$ cat src/rtl/sbp_pkg.sv
package sbp_pkg;
  typedef enum logic {
    ST_IDLE = 1'b0,
    ST_WAIT = 1'b1
  } sbp_state_e;
endpackage

$ cat src/rtl/sbp_dir.sv
module sbp_dir #(
  parameter int DISP_W     = 16,
  parameter int CTRL_W     = 8,
  parameter int FWD_EN_BIT = 7
) (
  input  logic [DISP_W-1:0] disp_i,
  input  logic [CTRL_W-1:0] ctrl_i,
  output logic              taken_o
);
  logic backward;
  assign backward = disp_i[DISP_W-1];   // zero has sign 0 -> forward
  assign taken_o  = backward | ctrl_i[FWD_EN_BIT];
endmodule

$ cat src/rtl/sbp_stall.sv
module sbp_stall #(
  parameter int MISS_COST = 5,
  parameter int CNT_W     = 3
) (
  input  logic clk_i,
  input  logic rst_ni,
  input  logic load_i,
  output logic active_o
);
  logic [CNT_W-1:0] cnt_q;

  always_ff @(posedge clk_i or negedge rst_ni) begin
    if (!rst_ni)             cnt_q <= '0;
    else if (load_i)         cnt_q <= CNT_W'(MISS_COST - 1);
    else if (cnt_q != '0)    cnt_q <= cnt_q - 1'b1;
  end

  assign active_o = (cnt_q != '0);
endmodule

$ cat src/rtl/static_branch_pred.sv
module static_branch_pred
  import sbp_pkg::*;
#(
  parameter int DISP_W     = 16,
  parameter int CTRL_W     = 8,
  parameter int FWD_EN_BIT = 7,
  parameter int HIT_COST   = 1,
  parameter int MISS_COST  = 5,
  localparam int CNT_W     = $clog2(MISS_COST + 1)
) (
  input  logic              clk_i,
  input  logic              rst_ni,
  input  logic              br_valid_i,
  input  logic [DISP_W-1:0] disp_i,
  input  logic [CTRL_W-1:0] ctrl_i,
  input  logic              res_valid_i,
  input  logic              res_taken_i,
  output logic              busy_o,
  output logic              pred_valid_o,
  output logic              pred_taken_o,
  output logic              done_o,
  output logic              redirect_o,
  output logic [CNT_W-1:0]  cost_o
);
  sbp_state_e st_q;
  logic       dir_taken;
  logic       stall_active;
  logic       accept;
  logic       resolve;
  logic       miss;

  sbp_dir #(
    .DISP_W    (DISP_W),
    .CTRL_W    (CTRL_W),
    .FWD_EN_BIT(FWD_EN_BIT)
  ) u_dir (
    .disp_i (disp_i),
    .ctrl_i (ctrl_i),
    .taken_o(dir_taken)
  );

  assign busy_o  = (st_q == ST_WAIT) | stall_active;
  assign accept  = br_valid_i & ~busy_o;
  assign resolve = (st_q == ST_WAIT) & res_valid_i;
  assign miss    = resolve & (res_taken_i != pred_taken_o);

  sbp_stall #(
    .MISS_COST(MISS_COST),
    .CNT_W    (CNT_W)
  ) u_stall (
    .clk_i   (clk_i),
    .rst_ni  (rst_ni),
    .load_i  (miss),
    .active_o(stall_active)
  );

  always_ff @(posedge clk_i or negedge rst_ni) begin
    if (!rst_ni) begin
      st_q         <= ST_IDLE;
      pred_valid_o <= 1'b0;
      pred_taken_o <= 1'b0;
      done_o       <= 1'b0;
      redirect_o   <= 1'b0;
      cost_o       <= '0;
    end else begin
      pred_valid_o <= 1'b0;
      done_o       <= 1'b0;
      redirect_o   <= 1'b0;
      if (accept) begin
        st_q         <= ST_WAIT;
        pred_valid_o <= 1'b1;
        pred_taken_o <= dir_taken;
      end else if (resolve) begin
        st_q       <= ST_IDLE;
        done_o     <= 1'b1;
        redirect_o <= miss;
        cost_o     <= miss ? CNT_W'(MISS_COST) : CNT_W'(HIT_COST);
      end
    end
  end
endmodule

$ cat config.mk
export PLATFORM = sky130hd
export DESIGN_NAME = static_branch_pred
export DESIGN_NICKNAME = d
export VERILOG_FILES = /design/src/rtl/sbp_pkg.sv /design/src/rtl/sbp_dir.sv /design/src/rtl/sbp_stall.sv /design/src/rtl/static_branch_pred.sv
export SDC_FILE = /design/constraint.sdc
export NUM_CORES = 1
export LEC_CHECK = 0
export ABC_CLOCK_PERIOD_IN_PS = 3500
export BUFFER_PORTS_ARGS = -buffer_cell sky130_fd_sc_hd__buf_2
export CAP_MARGIN = 0
export CORE_AREA = 2 2 39 41
export DETAILED_ROUTE_END_ITERATION = 8
export DIE_AREA = 0 0 41 43
export GPL_TIMING_DRIVEN = 0
export MAX_ROUTING_LAYER = met4
export PLACE_DENSITY = 0.74
export RECOVER_POWER = 50
export SYNTH_ARGS = -nofsm -noshare
export SYNTH_HDL_FRONTEND = slang
export SYNTH_SLANG_ARGS = --single-unit
$ cat constraint.sdc
create_clock -name clk_i -period 3.5 [get_ports clk_i]
set_clock_uncertainty 0.1 [all_clocks]
set_input_delay 0.35 -clock clk_i [delete_from_list [all_inputs] [get_ports clk_i]]
set_output_delay 0.35 -clock clk_i [all_outputs]
set_load 0.02 [all_outputs]
* Word-level counts from Yosys, hierarchy flattened
Cells that the tools add are included.
** Storage, ports and cells
- ROM bits :: 0
- Bits in registers :: 11
- Memories :: 0
- Input bits :: 29
- Bits in writable memories :: 0
- Latch bits :: 0
- Output and inout port bits :: 8
** Operators by class
- Divide/modulo/power cells :: 0
- Reduce and logical (&&, ||, !) cells :: 4
- $lt $le $gt $ge :: 0
- Shift-type cells :: 0
- Multiplexer cells :: 10
- Add/sub/neg operators :: 1
- Bitwise operators :: 7
- Multipliers :: 0
- Equality and inequality tests :: 1
** Operator list (number)
- two-way mux 3 bit :: 3
- two-way mux 1 bit :: 7
- nonzero test 2 bit :: 2
- AND 1 bit :: 3
- nonzero test 3 bit :: 1
- subtractor 3 x 1 -> 3 bit (second input constant) :: 1
- inverter 1 bit :: 2
- OR 1 bit :: 2
- AND reduction 2 bit :: 1
- inequality test 1 bit :: 1

* Longest topological paths before layout
- Depth after elaboration :: 6
- Mapped depth :: 5
- Gate-level depth less buffers :: 5

* Hierarchy
A second synthesis with hierarchy kept.
** Second synthesis, totals
- Cells, all modules :: 39
- Area total of the unflattened synthesis :: 461.7 µm²
** By module, submodules not included
- static_branch_pred :: cells an instance 22, area an instance 277.8 µm², times used 1
- sbp_stall :: cells an instance 16, area an instance 177.7 µm², times used 1
- sbp_dir :: cells an instance 1, area an instance 6.3 µm², times used 1

* Worst setup path before layout
Ideal clock, no wire load.
- Path type :: reg2out
- From :: reg u_stall.cnt_q[0]
- To :: out busy_o
- Path buffers :: 0
- Arrival time :: 1.063 ns
- Setup slack :: 1.987 ns
- Stages on the path, launching flop included :: 5
- Path through :: dfrtp_1 > inv_1 > ha_1 > nand2b_4 > or2_2
** Between the ends
- Word-level cells in the longest chain between the ends :: 2
** Ends and longest elaborated chain
- start: declaration :: RTL line sbp_stall.sv:10 : logic [CNT_W-1:0] cnt_q;
- start signal: assignment :: RTL line sbp_stall.sv:14 : else if (load_i) cnt_q <= CNT_W'(MISS_COST - 1);
- start signal: assignment :: RTL line sbp_stall.sv:15 : else if (cnt_q != '0) cnt_q <= cnt_q - 1'b1;
- nonzero test 3 bit :: RTL line sbp_stall.sv:18 : assign active_o = (cnt_q != '0);
- OR 1 bit :: RTL line static_branch_pred.sv:42 : assign busy_o = (st_q == ST_WAIT) | stall_active;
- end: declaration :: RTL line static_branch_pred.sv:18 : output logic busy_o,
No other way between the ends.

* Worst setup path after layout
Ends and elaborated chain as after synthesis.

==> results_dict.tcl <==
set metrics [dict create \
    cts_made_buffers 3 \
    max_freq_mhz 519 \
    power_density_mw_per_mm2 826 \
    cts_tree "yes" \
    synthFlopType "dfrtp_1" \
    dp_hpwl_um 553 \
    stdcell_count 70 \
    rsz0062_at_grt "no" \
    first_pass_iters 2 \
    grt_pass1_wl_mm 1.26 \
    cts.path.max_buffers 2 \
    tightest_slew_ps 529 \
    synth_async_sr_flop_share 1.00 \
    drv_cap 0 \
    fin_nets 87 \
    syn_area_um2 445 \
    grt_max_degree 11 \
    synth.most_common_cell "dfrtp_1" \
    hold_viol_final 0 \
    num_vias 297 \
    syn_to_final_growth_pct 25.6 \
    finalInstanceArea_um2 559 \
    rr_endpoint "st_q$_DFFE_PN0P_" \
    worstSetupPathType "flip-flop to output pin" \
    ys_top_cells_by_count "dfrtp_1, inv_1, nor2_1" \
    synth_top_area_cell "dfrtp_1" \
    drv_slew 0 \
    critPathRequiredTime_ps 3050 \
    slew_headroom 0.647 \
    drive_gt1_frac 0.426 \
    cts-resized-gates 0 \
    placed_area_um2 531 \
    worst-path-max-fanout 4 \
    drt-initial-drc-count 2 \
    grt-ovfl-total 0 \
    critPathLaunch "u_stall.cnt_q[0]$_DFFE_PN0P_" \
    wl_per_cell_um 10.0 \
    synth_cells 37 \
    peakVddDrop_uv 251 \
    synth_top_area_share 0.562 \
    dieArea_mm2 0.00176 \
    synth_area_leaders "dfrtp_1, ha_1, xnor2_1" \
    post-route-period-util 0.551 \
    startpoint_type "flip-flop" \
    avgSynthCellArea_um2 12.0 \
    ios 37 \
    ant_nets 0 \
    synth_seq_area_share 0.562 \
    arrival_ps 1480 \
    core-area_mm2 0.00138 \
    fin_tns_setup_ps 0 \
    gp_congestion 0.683 \
    whs_path_depth 3 \
    rrSetupSlack_ps 2190 \
    yosysUniqueCellTypes 19 \
    crit_path_end_kind "output pin" \
    drc_errors 0 \
    dieHeight_um 43 \
    p_leak_nw 0.299 \
    min_period_ps 1930 \
    dp_cells 66 \
    min_from "disp_i[15]" \
    cts.sinks 10 \
    htree_num_levels 1 \
    clk_pin_slew_ps 60 \
    r2r_start "u_stall.cnt_q[0]$_DFFE_PN0P_" \
    reg2reg_depth 4 \
    die_w_um 41 \
    yosysWarnings 0 \
    synth_edf_count 0 \
    first_global_vias 338 \
    io_buffers 13 \
    setup_viol 0 \
    grt_usage 0.118 \
    cts-root-buf "clkbuf_4" \
    rows 14 \
    n_antenna_cell 0 \
    hold_path_class "primary input to flip-flop" \
    clk_latency_ps 260 \
    antenna_found_initial 0 \
    status "complete, no violations" \
    wirelength_um 700 \
    via_per_inst 4.24 \
    ys_ff_latch 10 \
    start_util 0.322 \
    min_to "pred_taken_o$_DFFE_PN0P_" \
    syn_nets 68 \
]
registers in the layout, indices dropped and copies added, names as in the netlist:
name	cells
u_stall.cnt_q	3
cost_o	2
done_o	1
pred_taken_o	1
pred_valid_o	1
redirect_o	1
st_q	1
worst max path at each step:
stage	to	slack, ps	cells past startpoint
5_1_grt	busy_o	1470	5
3_3_place_gp	busy_o	1860	5
4_1_cts	busy_o	1540	5
2_1_floorplan	busy_o	1990	4
3_5_place_dp	busy_o	1830	5
6_report	busy_o	1570	5
repair_timing:
action / in CTS / in global routing
hold endpoints to repair: 10 / 0
hold buffers: 1 / 0
setup buffers: 0 / 0
report_power, final:
group	leakage, nW	total (mW)	internal [mW]	switching [mW]
logic	0.163	0.203	0.0965	0.106
clock network	0.0138	0.0739	0.0395	0.0345
registers	0.122	0.185	0.160	0.0255
total	0.299	0.462	0.296	0.166
metrics by stage:
step                      total power [mW]  setup slack (ps)  hold WS (ps)  utilization
after CTS                            0.475              1540           242        0.407
after global routing                 0.507              1470           259        0.404
after global placement               0.387              1860           113        0.383
final                                0.462              1570           248        0.404
after detailed placement             0.397              1830           119        0.383
after floorplan                      0.343              1990         -45.6            -
kinds of logic (layout without fill, tap and decap cells):
logic type / after synthesis / after routing / share of synthesized area
AOI/OAI and AO/OA: 5 / 5 / 0.0955
adders and majority gates: 2 / 2 / 0.0562
muxes: 1 / 1 / 0.0225
xor gates and xnor gates: 2 / 2 / 0.0393
buffers and inverters: 5 / 22 / 0.0506
other: 1 / 1 / 0.00842
and+or+nand+nor: 11 / 11 / 0.166
DFF: 10 / 10 / 0.562
area by class of cell:
cell class	count	area (um^2)
Fill cell	143	825
Sequential cell	10	250
Multi-Input combinational cell	22	170
Timing Repair Buffer	14	73.8
Clock buffer	3	22.5
Tap cell	16	20.0
Inverter	4	15.0
Buffer	1	7.51
placed cells by master (no fill, tap or decap), drive strengths merged:
cell type | netlist | final
a21oi | 1 | 1
and4bb | 1 | 1
inv | 4 | 4
buf | 1 | 13
dfrtp | 10 | 10
or2 | 1 | 1
o21ai | 1 | 1
a21o | 2 | 2
conb | 1 | 1
ha | 2 | 2
mux2i | 1 | 1
nand2 | 1 | 1
clkbuf | 0 | 4
nor2 | 6 | 6
nand2b | 2 | 2
a211oi | 1 | 1
xnor2 | 2 | 2
dlygate4sd3 | 0 | 1
per-layer routing:
metal	track usage	vias up	wire length, um
li1	-	150	-
met1	0.116	137	293
met2	0.159	8	357
met3	0.0471	2	40
met4	0.120	0	8
met5	-	-	0
worst max-delay path, stage by stage (launching register included):
cell      delay [ps]
dfrtp_1          390
inv_1             90
ha_1             240
nand2b_4          90
or2_2            270
buf_2            160
Power figures use the tool's default switching activity.
